===== config.mk =====
export PLATFORM = sky130hd
export DESIGN_NAME = pgwalk_top
export DESIGN_NICKNAME = d
export VERILOG_FILES = /design/src/rtl/pgwalk_pkg.sv /design/src/rtl/pgwalk_ctrl.sv /design/src/rtl/pgwalk_dpath.sv /design/src/rtl/pgwalk_top.sv
export SDC_FILE = /design/constraint.sdc
export NUM_CORES = 1
export LEC_CHECK = 0
export BUFFER_PORTS_ARGS = -buffer_cell sky130_fd_sc_hd__buf_2
export CAP_MARGIN = 5
export CORE_AREA = 5 5 155 157
export DETAILED_ROUTE_END_ITERATION = 6
export DIE_AREA = 0 0 160 162
export GPL_ROUTABILITY_DRIVEN = 0
export SLEW_MARGIN = 5
export SYNTH_ARGS = -nofsm -noshare
export SYNTH_HDL_FRONTEND = slang
export SYNTH_SLANG_ARGS = --single-unit

===== constraint.sdc =====
create_clock -name clk -period 5.4 [get_ports clk]
set_clock_uncertainty 0.1 [all_clocks]
set_input_delay 1.08 -clock clk [delete_from_list [all_inputs] [get_ports clk]]
set_output_delay 1.08 -clock clk [all_outputs]
set_load 0.1 [all_outputs]

===== src/rtl/pgwalk_pkg.sv =====
package pgwalk_pkg;

  // control -> datapath strobes
  typedef struct packed {
    logic load;     // accept a new key, issue first read
    logic advance;  // step to the next group, issue its read
    logic finish;   // capture the result of the current group
  } strobe_t;

  // datapath -> control status for the group on rdData
  typedef struct packed {
    logic anyHit;
    logic anyEmpty;
  } status_t;

endpackage


===== src/rtl/pgwalk_ctrl.sv =====
module pgwalk_ctrl
  import pgwalk_pkg::*;
#(
  parameter int MAX_PROBES = 30
) (
  input  logic    clk,
  input  logic    rstN,
  input  logic    start,
  input  status_t stat,
  output strobe_t stb,
  output logic    busy,
  output logic    done
);
  localparam int CNT_W = $clog2(MAX_PROBES + 1);

  typedef enum logic [1:0] {S_IDLE, S_EVAL, S_DONE} state_t;

  state_t stateQ;
  logic [CNT_W-1:0] probeQ;
  logic lastProbe, endWalk;

  assign lastProbe = (probeQ == CNT_W'(MAX_PROBES - 1));
  assign endWalk   = stat.anyHit | stat.anyEmpty | lastProbe;

  always_comb begin
    stb.load    = (stateQ == S_IDLE) && start;
    stb.advance = (stateQ == S_EVAL) && !endWalk;
    stb.finish  = (stateQ == S_EVAL) && endWalk;
  end

  assign busy = (stateQ == S_EVAL);
  assign done = (stateQ == S_DONE);

  always_ff @(posedge clk) begin
    if (!rstN) begin
      stateQ <= S_IDLE;
      probeQ <= '0;
    end else begin
      case (stateQ)
        S_IDLE: if (stb.load) begin
          stateQ <= S_EVAL;
          probeQ <= '0;
        end
        S_EVAL: begin
          if (stb.finish) stateQ <= S_DONE;
          else            probeQ <= probeQ + 1'b1;
        end
        default: stateQ <= S_IDLE;
      endcase
    end
  end

endmodule


===== src/rtl/pgwalk_dpath.sv =====
module pgwalk_dpath
  import pgwalk_pkg::*;
#(
  parameter int VPN_W   = 20,
  parameter int ASID_W  = 8,
  parameter int PPN_W   = 11,
  parameter int WAYS    = 8,
  parameter int GROUP_W = 10,
  localparam int ENTRY_W = 2 + ASID_W + VPN_W + PPN_W,
  localparam int GBITS   = ENTRY_W * WAYS
) (
  input  logic               clk,
  input  logic               rstN,
  input  strobe_t            stb,
  input  logic [VPN_W-1:0]   vpnIn,
  input  logic [ASID_W-1:0]  asidIn,
  input  logic [GBITS-1:0]   rdData,
  output status_t            stat,
  output logic               rdEn,
  output logic [GROUP_W-1:0] rdAddr,
  output logic               hit,
  output logic               fault,
  output logic [PPN_W-1:0]   ppnOut,
  output logic [GROUP_W-1:0] insGroup,
  output logic [WAYS-1:0]    emptyMask
);

  function automatic logic [GROUP_W-1:0] foldHash(logic [VPN_W-1:0] v,
                                                  logic [ASID_W-1:0] a);
    logic [GROUP_W-1:0] h;
    h = '0;
    for (int i = 0; i < VPN_W; i++)  h[i % GROUP_W] ^= v[i];
    for (int j = 0; j < ASID_W; j++) h[GROUP_W-1-(j % GROUP_W)] ^= a[j];
    return h;
  endfunction

  logic [VPN_W-1:0]   vpnQ;
  logic [ASID_W-1:0]  asidQ;
  logic [GROUP_W-1:0] grpQ;

  logic [WAYS-1:0]  wayMatch, wayEmpty;
  logic [PPN_W-1:0] wayPpn [WAYS];
  logic [PPN_W-1:0] selPpn;

  for (genvar w = 0; w < WAYS; w++) begin : g_way
    logic [ENTRY_W-1:0] ent;
    assign ent       = rdData[w*ENTRY_W +: ENTRY_W];
    assign wayPpn[w] = ent[PPN_W-1:0];
    assign wayEmpty[w] = !ent[ENTRY_W-1];
    assign wayMatch[w] = ent[ENTRY_W-1] && !ent[ENTRY_W-2]
                      && (ent[PPN_W+VPN_W +: ASID_W] == asidQ)
                      && (ent[PPN_W +: VPN_W] == vpnQ);
  end

  // lowest-numbered matching way wins
  always_comb begin
    selPpn = '0;
    for (int w = WAYS - 1; w >= 0; w--)
      if (wayMatch[w]) selPpn = wayPpn[w];
  end

  assign stat.anyHit   = |wayMatch;
  assign stat.anyEmpty = |wayEmpty;

  assign rdEn   = stb.load | stb.advance;
  assign rdAddr = stb.load ? foldHash(vpnIn, asidIn) : grpQ + 1'b1;

  always_ff @(posedge clk) begin
    if (!rstN) begin
      vpnQ <= '0; asidQ <= '0; grpQ <= '0;
      hit <= 1'b0; fault <= 1'b0; ppnOut <= '0;
      insGroup <= '0; emptyMask <= '0;
    end else begin
      if (stb.load) begin
        vpnQ  <= vpnIn;
        asidQ <= asidIn;
        grpQ  <= rdAddr;
      end else if (stb.advance) begin
        grpQ  <= rdAddr;
      end
      if (stb.finish) begin
        hit       <= stat.anyHit;
        fault     <= !stat.anyHit && !stat.anyEmpty;
        ppnOut    <= stat.anyHit ? selPpn : '0;
        insGroup  <= grpQ;
        emptyMask <= wayEmpty;
      end
    end
  end

endmodule


===== src/rtl/pgwalk_top.sv =====
module pgwalk_top
  import pgwalk_pkg::*;
#(
  parameter int VPN_W      = 20,
  parameter int ASID_W     = 8,
  parameter int PPN_W      = 11,
  parameter int WAYS       = 8,
  parameter int TABLE_ENTRIES = 8192,
  parameter int MAX_PROBES = 30,
  localparam int GROUP_W = $clog2(TABLE_ENTRIES / WAYS),
  localparam int ENTRY_W = 2 + ASID_W + VPN_W + PPN_W,
  localparam int GBITS   = ENTRY_W * WAYS
) (
  input  logic               clk,
  input  logic               rstN,
  input  logic               start,
  input  logic [VPN_W-1:0]   vpnIn,
  input  logic [ASID_W-1:0]  asidIn,
  output logic               busy,
  output logic               done,
  output logic               hit,
  output logic               fault,
  output logic [PPN_W-1:0]   ppnOut,
  output logic [GROUP_W-1:0] insGroup,
  output logic [WAYS-1:0]    emptyMask,
  output logic               rdEn,
  output logic [GROUP_W-1:0] rdAddr,
  input  logic [GBITS-1:0]   rdData
);

  strobe_t stb;
  status_t stat;

  pgwalk_ctrl #(.MAX_PROBES(MAX_PROBES)) u_ctrl (
    .clk(clk), .rstN(rstN), .start(start), .stat(stat),
    .stb(stb), .busy(busy), .done(done)
  );

  pgwalk_dpath #(
    .VPN_W(VPN_W), .ASID_W(ASID_W), .PPN_W(PPN_W),
    .WAYS(WAYS), .GROUP_W(GROUP_W)
  ) u_dpath (
    .clk(clk), .rstN(rstN), .stb(stb), .vpnIn(vpnIn), .asidIn(asidIn),
    .rdData(rdData), .stat(stat), .rdEn(rdEn), .rdAddr(rdAddr),
    .hit(hit), .fault(fault), .ppnOut(ppnOut),
    .insGroup(insGroup), .emptyMask(emptyMask)
  );

endmodule


* Word level (Yosys, flattened, before mapping)
Index checks and enable logic that the tools add are counted.
** Operators by class
- Add/sub/neg operators :: 2
- Eq/ne operators :: 22
- Multiplexer cells :: 18
- Bitwise logic cells :: 21
- Reductions and logical operators :: 54
** Operator list (count)
- $eq A20 B20 Y1 :: 8
- $mux W11 :: 9
- $eq A8 B8 Y1 :: 8
- $mux W10 :: 3
- $logic_and A1 B1 Y1 :: 28
- $logic_not A1 Y1 :: 19
- $xor A1 B1 Y1 :: 18
- $reduce_or A8 Y1 :: 2
- $add A10 B1 Y10 const B :: 1
- $mux W5 :: 2
- $pmux W5 S2 :: 1
- $add A5 B1 Y5 const B :: 1
- $eq A5 B5 Y1 const B :: 1
- $mux W2 :: 2
- $ne A2 B1 Y1 const B :: 2
- $pmux W2 S2 :: 1
- $reduce_bool A2 Y1 :: 2
- $or A1 B1 Y1 :: 3
- $reduce_and A3 Y1 :: 1
- $eq A2 B1 Y1 const B :: 1
- $eq A2 B2 Y1 const B :: 1
- $logic_not A2 Y1 :: 1
- $ne A2 B2 Y1 const B :: 1
- $reduce_and A2 Y1 :: 1
** Word-level totals
- Register bits :: 76
- Output and inout bits :: 44
- Word-level logic and storage cells :: 127

* Longest topological paths before layout
Gate-level depths: netlist of run 1.
- Depth after elaboration :: 13
- Gate-level depth with buffers :: 11

* Hierarchy
From an unflattened synthesis of run 1, not the netlist that was laid out.
** Unflattened totals
- Cell total of the unflattened synthesis :: 920
- Area total of the unflattened synthesis :: 7493.4 um2
** By module, submodules not included
- pgwalk_dpath :: instances 1, cells each 875, area each 7104.3 um2, seq. area each 1381.3 um2
- pgwalk_ctrl :: instances 1, cells each 45, area each 389.1 um2, seq. area each 140.1 um2

* Worst setup path before layout of run 1
Ideal clock, no wire load.
- Kind :: input to output
- Start point :: in start
- End point :: out rdAddr[2]
- Arrival time :: 3516 ps
- Path slack :: 704 ps
- Cell stages on the path :: 3
- Buffers on the path :: 1
- Cells stage by stage :: and2_1 clkbuf_1 o21ai_0
** Between the ends
- Cells in the longest elaborated chain, start to end :: 2
** Ends and longest elaborated chain
- from (decl) :: line pgwalk_top.sv:16 : input logic start,
- $logic_and A1 B1 Y1 :: line pgwalk_ctrl.sv:26 : stb.load = (stateQ == S_IDLE) && start;
- $mux W10 :: line pgwalk_dpath.sv:66 : assign rdAddr = stb.load ? foldHash(vpnIn, asidIn) : grpQ + 1'b1;
- to (decl) :: line pgwalk_top.sv:27 : output logic [GROUP_W-1:0] rdAddr,
Every way passes these cells.

* Worst setup path after layout of run 1
- Start point :: in rdData[109]
- End point :: out rdEn
** Between the ends
- Cells in the longest elaborated chain, start to end :: 8
** Ends and longest elaborated chain
- from (decl) :: line pgwalk_top.sv:28 : input logic [GBITS-1:0] rdData
- $eq A20 B20 Y1 :: line pgwalk_dpath.sv:52 : && (ent[PPN_W +: VPN_W] == vpnQ);
- $logic_and A1 B1 Y1 :: line pgwalk_dpath.sv:52
- $reduce_or A8 Y1 :: line pgwalk_dpath.sv:62 : assign stat.anyHit = |wayMatch;
- $or A1 B1 Y1 (2 in a row) :: line pgwalk_ctrl.sv:23 : assign endWalk = stat.anyHit | stat.anyEmpty | lastProbe;
- $logic_not A1 Y1 :: line pgwalk_ctrl.sv:27 : stb.advance = (stateQ == S_EVAL) && !endWalk;
- $logic_and A1 B1 Y1 :: line pgwalk_ctrl.sv:27
- $or A1 B1 Y1 :: line pgwalk_dpath.sv:65 : assign rdEn = stb.load | stb.advance;
- to (decl) :: line pgwalk_top.sv:26 : output logic rdEn,
Every way passes these cells.

==> impl_metrics.tcl, run 1 <==
set metrics [dict create \
    status "completed" \
    cts_resized 0 \
    placed_cells 1533 \
    worst_pin_slew_ps 1110 \
    power_density_nw_per_um2 196 \
    cts_buffers 9 \
    syn-instance-count 881 \
    syn_avg_cell_area_um2 8.05 \
    wire_per_inst_um 22.0 \
    num_vias 7899 \
    grt_pass1_wl_mm 49.2 \
    finalCriticalPeriod_ps 4820 \
    p_leak_nw 4.27 \
    cts_buffer_depth 2 \
    rows 55 \
    yosysTopAreaCell "dfxtp_1" \
    coreArea_um2 22400 \
    crit_start "rdData[109]" \
    synth_warnings 0 \
    crit_path_max_incr_delay_ps 420 \
    antenna_found_initial 8 \
    syn2layout_area_growth_pct 35.4 \
    cts_root_buf "clkbuf_16" \
    dieArea_um2 25900 \
    grt_overflow_total 0 \
    worstSetupPathType "in -> out" \
    ir_drop_mv 0.152 \
    worst_hold_path.num_cells 2 \
    hold_path_class "reg -> reg" \
    nNetsFinal 1621 \
    die_w_um 160 \
    synth.area.top_cells "dfxtp_1 (21%), xnor2_1 (18%), xor2_1 (12%), nand2_1 (7.7%), mux2i_1 (4.4%)" \
    setup_viol 0 \
    clk_pin_slew_ps 60 \
    synthMostInstantiatedCell "xnor2_1" \
    remaining_drc_errors 0 \
    fin_cells 1554 \
    whs_ps 354 \
    layout-drive-gt1-share_pct 37.7 \
    numPortBuffers 402 \
    layout_setup_ws_ps 576 \
    ys_ff_latch 76 \
    hold_viol_final 0 \
    critPathSlowestCell "nand4_1" \
    drv_cap 0 \
    grt_max_degree 89 \
    drtPass1Iterations 7 \
    crit_path_cell_trace "buf_2, xor2_1, nor4_1, nand4_1, or2_1, buf_4, nand4_1, or3_1, nand2_1, buf_2" \
    clock_latency_ps 340 \
    synth_edf_count 0 \
    crit_fanout 22 \
    critPathCaptureType "primary output" \
    pre_cts_ws_ps 681 \
    first_iter_violations 544 \
    postLayoutCoreUtil_pct 42.9 \
    rsz0062_at_grt "no" \
    fin_crit_sh_pct 89.3 \
    synth_nets 1243 \
    dieHeight_um 162 \
    post_cts_buffers 0 \
    start_kind "input pin" \
    critPathRequiredTime_ps 4220 \
    synth-main-ff-cell "dfxtp_1" \
    synthDominantCellAreaShare_pct 21.5 \
    viasPerCell 5.08 \
    worstPathArrival_ps 3640 \
    rr_startpoint "u_dpath.asidQ[2]" \
    maxSlewHeadroom_pct 25.7 \
    reg2reg_depth 9 \
    yosysSeqAreaShare_pct 21.5 \
    ctsHtreeMaxLevel 3 \
    post-dp-hpwl_mm 28.1 \
    grt_pass1_vias 7924 \
    clock_sinks 76 \
    async_flop_share_pct 0 \
    report.final.slew_viol_count 0 \
    drt-total-wl_mm 34.2 \
    synthesis.area_um2 7090 \
    cts_tree "done" \
    grt_usage_pct 25.1 \
    synth.distinct_cells 50 \
    synth_common_cells "xnor2_1 (148), nand2_1 (145), xor2_1 (98)" \
    fin_tns_setup_ps 0 \
    cts_hold_buf 0 \
    io_pins 403 \
    min_from "u_dpath.emptyMask[6]" \
    fmax_mhz 207 \
    ant_nets 0 \
    start_util_pct 31.7 \
]
cells by family (layout without fill, tap and decap cells):
group | count (synthesis) | count (layout) | synth area share [%]
other cells | 0 | 5 | 0
xor+xnor | 250 | 250 | 31.3
flops | 76 | 76 | 21.5
buf+inv | 71 | 454 | 6.16
simple gates | 341 | 341 | 23.7
mux | 31 | 31 | 4.38
fa+ha+maj | 3 | 3 | 0.530
compound gates | 109 | 109 | 12.4
critical path: cells and delay by family:
family        cells  cell delay [ps]
simple gates      6             1760
buf+inv           3              650
xor+xnor          1              130
through the flow:
stage               power, mW  cell area, µm²
floorplan                1.04            7090
global placement         1.29            9300
detailed placement       1.29            9300
CTS                      1.90            9590
global route             1.98            9600
finish                   1.88            9600
area by class of cell:
cell class | count | area, µm²
flip-flops and latches | 76 | 1520
inverters | 5 | 18.8
clock buffers | 10 | 229
clock inverters | 6 | 63.8
repair buffers | 433 | 2240
diodes | 5 | 12.5
multi-input cells | 734 | 5150
well taps | 285 | 357
fillers | 2322 | 12800
cell usage in the layout, fill, tap and decap left out, types with 10 or more instances in the layout:
| cell | Yosys | layout |
|---|---|---|
| o21ai_0 | 11 | 11 |
| a21boi_0 | 28 | 28 |
| nor4_1 | 23 | 21 |
| xor2_1 | 98 | 98 |
| nand2_1 | 145 | 145 |
| a311o_1 | 10 | 10 |
| nor2_1 | 41 | 41 |
| nand4_1 | 42 | 42 |
| o21a_1 | 10 | 10 |
| buf_2 | 10 | 402 |
| xnor2_1 | 148 | 148 |
| mux2i_1 | 31 | 31 |
| nor3_1 | 14 | 14 |
| a221oi_1 | 10 | 10 |
| a2111o_1 | 10 | 10 |
| dfxtp_1 | 76 | 76 |
| nand3_1 | 35 | 35 |
| o21ai_2 | 10 | 10 |
| buf_4 | 6 | 31 |
final timing paths:
kind	to	slack, ps
max	rdEn	580
min	u_dpath.emptyMask[6]	350
max reg2reg	u_dpath.ppnOut[1]	1630
min reg2reg	u_dpath.emptyMask[6]	350
metal layers:
metal / GRT usage, % / wire length, µm / vias up
li1: - / - / 3786
met1: 31.2 / 13900 / 3655
met2: 41.3 / 16200 / 391
met3: 7.43 / 3110 / 61
met4: 8.92 / 996 / 6
met5: 0 / 41 / -
sequential cells by signal (all words and copies together) (netlist names), 2 cells and up:
register,flops
u_dpath.insGroup,10
u_dpath.ppnOut,11
u_dpath.vpnQ,20
u_ctrl.probeQ,5
u_dpath.emptyMask,8
u_dpath.grpQ,10
u_ctrl.stateQ,2
u_dpath.asidQ,8
power breakdown:
group / total [mW] / internal [mW] / leakage (nW) / switching (mW)
logic: 0.636 / 0.267 / 3.51 / 0.369
registers: 0.649 / 0.585 / 0.619 / 0.0643
clock network: 0.600 / 0.358 / 0.139 / 0.242
No activity file was read; power rests on OpenSTA's default activity.
==> run 2: changes to the inputs <==
Settings changed: REMOVE_ABC_BUFFERS from default to 1.
==> run 2 against run 1 <==
  * Flip-flop and latch count stayed put
  * Register-to-register slack better by 70 ps
  * Fmax is 0.91% higher
  * Non-clock buffer count unchanged
  * Critical path depth shrank 1
  * Cell count fell by 0.26%
  * Via count grew 0.56%
  * Power grew 3.1%
  * Core utilization barely moved
  * Die area stayed put
  * Setup slack better by 43 ps
  * Design area about the same
  * Critical endpoint unchanged
==> impl_metrics.tcl, run 2 (synthesis results as in run 1) <==
set metrics [dict create \
    fmax_mhz 209 \
    cpMostUsedCell "nand4_1" \
    hold_viol_final 0 \
    power_density_nw_per_um2 202 \
    ir_drop_mv 0.186 \
    grt_max_degree 82 \
    cts_root_buf "clkbuf_16" \
    p_leak_nw 4.28 \
    ant_nets 0 \
    layout-drive-gt1-share_pct 37.7 \
    grt_pass1_vias 7981 \
    crit_fanout 9 \
    drt-total-wl_mm 34.4 \
    dpl_cell_area_um2 9300 \
    cts_buffer_depth 2 \
    antenna_found_initial 5 \
    final_area_um2 9610 \
    worstSetupPathType "reg -> out" \
    largest_reg_flops 20 \
    status "completed" \
    die_w_um 160 \
    final_common_cell "buf_2" \
    critPathRequiredTime_ps 4220 \
    fin_crit_sh_pct 88.5 \
    worst_hold_path.num_cells 2 \
    start_util_pct 31.7 \
    crit_family "simple AND/OR/NAND/NOR gates" \
    start_kind "register" \
    setup_viol 0 \
    fin_tns_setup_ps 0 \
    dieHeight_um 162 \
    rsz0062_at_grt "no" \
    coreArea_um2 22400 \
    hold_path_class "reg -> reg" \
    top_register "u_dpath.vpnQ" \
    dieArea_um2 25900 \
    crit_buf_inv 2 \
    grt_overflow_total 0 \
    top_regs "u_dpath.vpnQ (20), u_dpath.ppnOut (11)" \
    grt_pass1_wl_mm 50.5 \
    crit_path_max_incr_delay_ps 980 \
    nNetsFinal 1621 \
    first_iter_violations 629 \
    clock_latency_ps 350 \
    whs_ps 355 \
    cts_hold_buf 0 \
    crit_path_cell_trace "xnor2_1, nand4_1, nor4_1, buf_4, nand4_1, nand4_1, or3_1, nand2_1, buf_2" \
    clk_pin_slew_ps 70 \
    rows 55 \
    remaining_drc_errors 0 \
    path_depth 9 \
    cts_tree "done" \
    post-dp-hpwl_mm 29.0 \
    post_cts_buffers 0 \
    worstPathArrival_ps 3600 \
    critPathCaptureType "primary output" \
    maxSlewHeadroom_pct 29.0 \
    numPortBuffers 402 \
    worst_pin_slew_ps 1060 \
    wire_per_inst_um 22.2 \
    fin_cells 1550 \
    placed_cells 1533 \
    reg2reg_depth 9 \
    report.final.slew_viol_count 0 \
    clock_sinks 76 \
    cts_resized 0 \
    num_vias 7943 \
    cts_buffers 9 \
    power_mw 1.94 \
    grt_usage_pct 25.7 \
    syn2layout_area_growth_pct 35.6 \
    finalCriticalPeriod_ps 4780 \
    nFillCells 2358 \
    layout_common_cells "buf_2 (402), xnor2_1 (148), nand2_1 (145), xor2_1 (98), dfxtp_1 (76)" \
    ctsHtreeMaxLevel 3 \
    drtPass1Iterations 5 \
    drv_cap 0 \
    critPathSlowestCell "dfxtp_1" \
    io_pins 403 \
    viasPerCell 5.12 \
]
-- run 2: area by class of cell --
| cell class | instances | area, µm² | share of cell area (%) |
|---|---|---|---|
| flip-flops and latches | 76 | 1520 | 15.8 |
| clock buffers | 9 | 225 | 2.34 |
| repair buffers | 433 | 2240 | 23.4 |
| well taps | 285 | 357 | 3.71 |
| multi-input cells | 734 | 5150 | 53.6 |
| diodes | 1 | 2.50 | 0.0260 |
| inverters | 5 | 18.8 | 0.195 |
| clock inverters | 7 | 85.1 | 0.886 |
-- run 2: routing by layer --
metal  wire (µm)  vias to the layer above  GRT usage [%]
met1       14100                     3655           32.2
met2       16500                      438           44.7
li1            -                     3782              -
met5          28                        -              0
met3        2980                       62           6.06
met4         792                        6           5.83
-- run 2: where the power goes --
part | switching (mW) | internal (mW)
sequential | 0.0671 | 0.584
clock | 0.282 | 0.370
combinational | 0.373 | 0.266
total | 0.722 | 1.22
-- run 2: final timing paths --
kind,from,end,slack [ps]
setup / recovery,u_dpath.asidQ[0],rdEn,620
hold / removal,u_dpath.ppnOut[6],u_dpath.ppnOut[6],360
setup reg to reg,u_dpath.asidQ[0],u_dpath.ppnOut[0],1700
hold reg to reg,u_dpath.ppnOut[6],u_dpath.ppnOut[6],360
-- run 2: worst reg2reg max path, cell delays in order (launching register included) --
cell and delay, ps:
dfxtp_1 980, xnor2_1 220, nand4_1 120, nor4_1 560
buf_4 230, nand4_1 170, nand4_1 180, o211ai_1 440
a2111o_1 560, o21ai_2 60
-- run 2: metrics by stage --
stage / utilization (%) / worst slack, ps
2_1_floorplan: - / -89.2
3_5_place_dp: 41.6 / 636
3_3_place_gp: 41.6 / 652
6_report: 43.0 / 619
4_1_cts: 42.9 / 625
5_1_grt: 43.0 / 458
==> run 3: changes to the inputs <==
Settings changed: BUFFER_PORTS_ARGS -buffer_cell sky130_fd_sc_hd__buf_2 to default, DONT_BUFFER_PORTS from default to 1.
==> run 3 against run 2 <==
  * First-iteration DRC count down 6.8%
  * Setup slack worse by 88 ps
  * Combinational power down 32%
  * Power down 9.3%
  * Sequential share of layout area up 4.1 points
  * Die area unchanged
  * Sequential power up 7.2%
  * Critical endpoint unchanged
  * Largest cell class unchanged
==> impl_metrics.tcl, run 3 (synthesis results as in run 1) <==
set metrics [dict create \
    wire_per_inst_um 28.8 \
    start_util_pct 31.7 \
    grt_pass1_wl_mm 46.7 \
    dieArea_um2 25900 \
    status "completed" \
    drtPass1Iterations 5 \
    cts_tree "done" \
    cts_hold_buf 0 \
    largest_reg_flops 20 \
    grt_overflow_total 0 \
    num_vias 6574 \
    grt_max_degree 96 \
    final_common_cell "xnor2_1" \
    regToRegEndpoint "u_ctrl.stateQ[0]" \
    cts_root_buf "clkbuf_16" \
    viasPerCell 5.72 \
    ctsHtreeMaxLevel 3 \
    drv_cap 0 \
    clk_pin_slew_ps 70 \
    crit_fanout 13 \
    worst_pin_slew_ps 1160 \
    post_cts_buffers 0 \
    reg2reg_depth 11 \
    crit_path_max_incr_delay_ps 930 \
    antenna_found_initial 3 \
    cpMostUsedCell "nand4_1" \
    min_from "u_ctrl.probeQ[1]" \
    crit_buf_inv 2 \
    multi_input_area_um2 5200 \
    layout-drive-gt1-share_pct 10.3 \
    fin_crit_sh_pct 90.2 \
    drt-total-wl_mm 33.1 \
    fmax_mhz 205 \
    worst_hold_path.num_cells 2 \
    report.final.slew_viol_count 0 \
    cts_buffers 9 \
    crit_path_cell_trace "xnor2_1, nand4_1, nor4_1, buf_4, nand4_1, buf_4, nand4_1, or3_1, nand2_2" \
    power_density_nw_per_um2 231 \
    crit_family "simple AND/OR/NAND/NOR gates" \
    top_register "u_dpath.vpnQ" \
    clock_latency_ps 340 \
    regToRegSetupSlack_ps 1300 \
    rows 55 \
    start_kind "register" \
    whs_ps 404 \
    layout_common_cells "xnor2_1 (148), nand2_1 (143), xor2_1 (98), dfxtp_1 (76), nand4_1 (42)" \
    critPathCaptureType "primary output" \
    first_iter_violations 586 \
    die_w_um 160 \
    setup_viol 0 \
    p_leak_nw 2.65 \
    path_depth 9 \
    worstPathArrival_ps 3690 \
    syn2layout_area_growth_pct 7.77 \
    ir_drop_mv 0.122 \
    top_regs "u_dpath.vpnQ (20), u_dpath.ppnOut (11)" \
    numPortBuffers 0 \
    coreArea_um2 22400 \
    cts_buffer_depth 2 \
    hold_path_class "reg -> reg" \
    maxSlewHeadroom_pct 22.6 \
    crit_end "rdEn" \
    grt_pass1_vias 6645 \
    power_mw 1.76 \
    critPathSlowestCell "dfxtp_1" \
    rsz0062_at_grt "no" \
    dieHeight_um 162 \
    critPathRequiredTime_ps 4220 \
    remaining_drc_errors 0 \
    worstSetupPathType "reg -> out" \
    rr_startpoint "u_dpath.vpnQ[2]" \
    io_pins 403 \
    hold_viol_final 0 \
    grt_usage_pct 24.5 \
    nNetsFinal 1221 \
    cts_resized 0 \
    ant_nets 0 \
    post-dp-hpwl_mm 27.3 \
    seq_area_um2 1520 \
    finalCriticalPeriod_ps 4870 \
    clock_sinks 76 \
    crit_start "u_dpath.vpnQ[2]" \
    fin_tns_setup_ps 0 \
    nFillCells 2371 \
]
## run 3: changes by cell type in the layout (fill, tap and decap cells not counted), sizes merged
| cell | previous run | this run |
|---|---|---|
| inv | 11 | 6 |
| clkinv | 0 | 3 |
| clkinvlp | 0 | 1 |
| diode | 1 | 2 |
| buf | 433 | 33 |
## run 3: through the flow
step	std cells	setup WS, ps	instance area (µm²)	utilization [%]
floorplan	815	-89.2	6670	-
global placement	1133	707	7340	32.8
detailed placement	1133	766	7340	32.8
CTS	1148	481	7630	34.1
global route	1149	426	7640	34.1
finish	1150	532	7640	34.2
## run 3: worst min path at each step
| stage | slack [ps] | end |
|---|---|---|
| finish | 400 | u_ctrl.probeQ[1] |
| global route | 430 | u_dpath.insGroup[9] |
| CTS | 400 | u_ctrl.probeQ[4] |
| detailed placement | 390 | u_ctrl.probeQ[4] |
| global placement | 370 | u_ctrl.probeQ[4] |
| floorplan | 360 | u_ctrl.probeQ[4] |
## run 3: per-layer routing
| metal | vias up | part of all wire (%) | track usage, % |
|---|---|---|---|
| met5 | - | 0.060 | 0 |
| met4 | 2 | 2.5 | 6.49 |
| met3 | 64 | 12 | 10.3 |
| met2 | 475 | 48 | 42.2 |
| met1 | 3055 | 37 | 28.0 |
| li1 | 2978 | - | - |
## run 3: where the power goes
part	internal [mW]	switching [mW]	total, mW	leakage (nW)
combinational	0.177	0.256	0.433	1.89
sequential	0.584	0.114	0.698	0.619
clock	0.357	0.273	0.630	0.142
## run 3: area by class of cell
class | count | share of cell area (%)
antenna | 2 | 0.0655
clock buffer | 9 | 2.95
clock inverter | 6 | 0.852
inverter | 5 | 0.246
multi-input combinational | 734 | 68.1
sequential | 76 | 19.9
tap | 285 | 4.67
timing repair buffer | 33 | 3.24
## run 3: worst register-to-register path, stage by stage (launching register included)
cell	delay (ps)
dfxtp_1	930
xnor2_1	200
nand4_1	200
nor4_1	580
buf_4	220
nand4_1	90
buf_4	240
nand4_1	170
or3_1	300
nand2_2	420
buf_4	380
and2_1	180
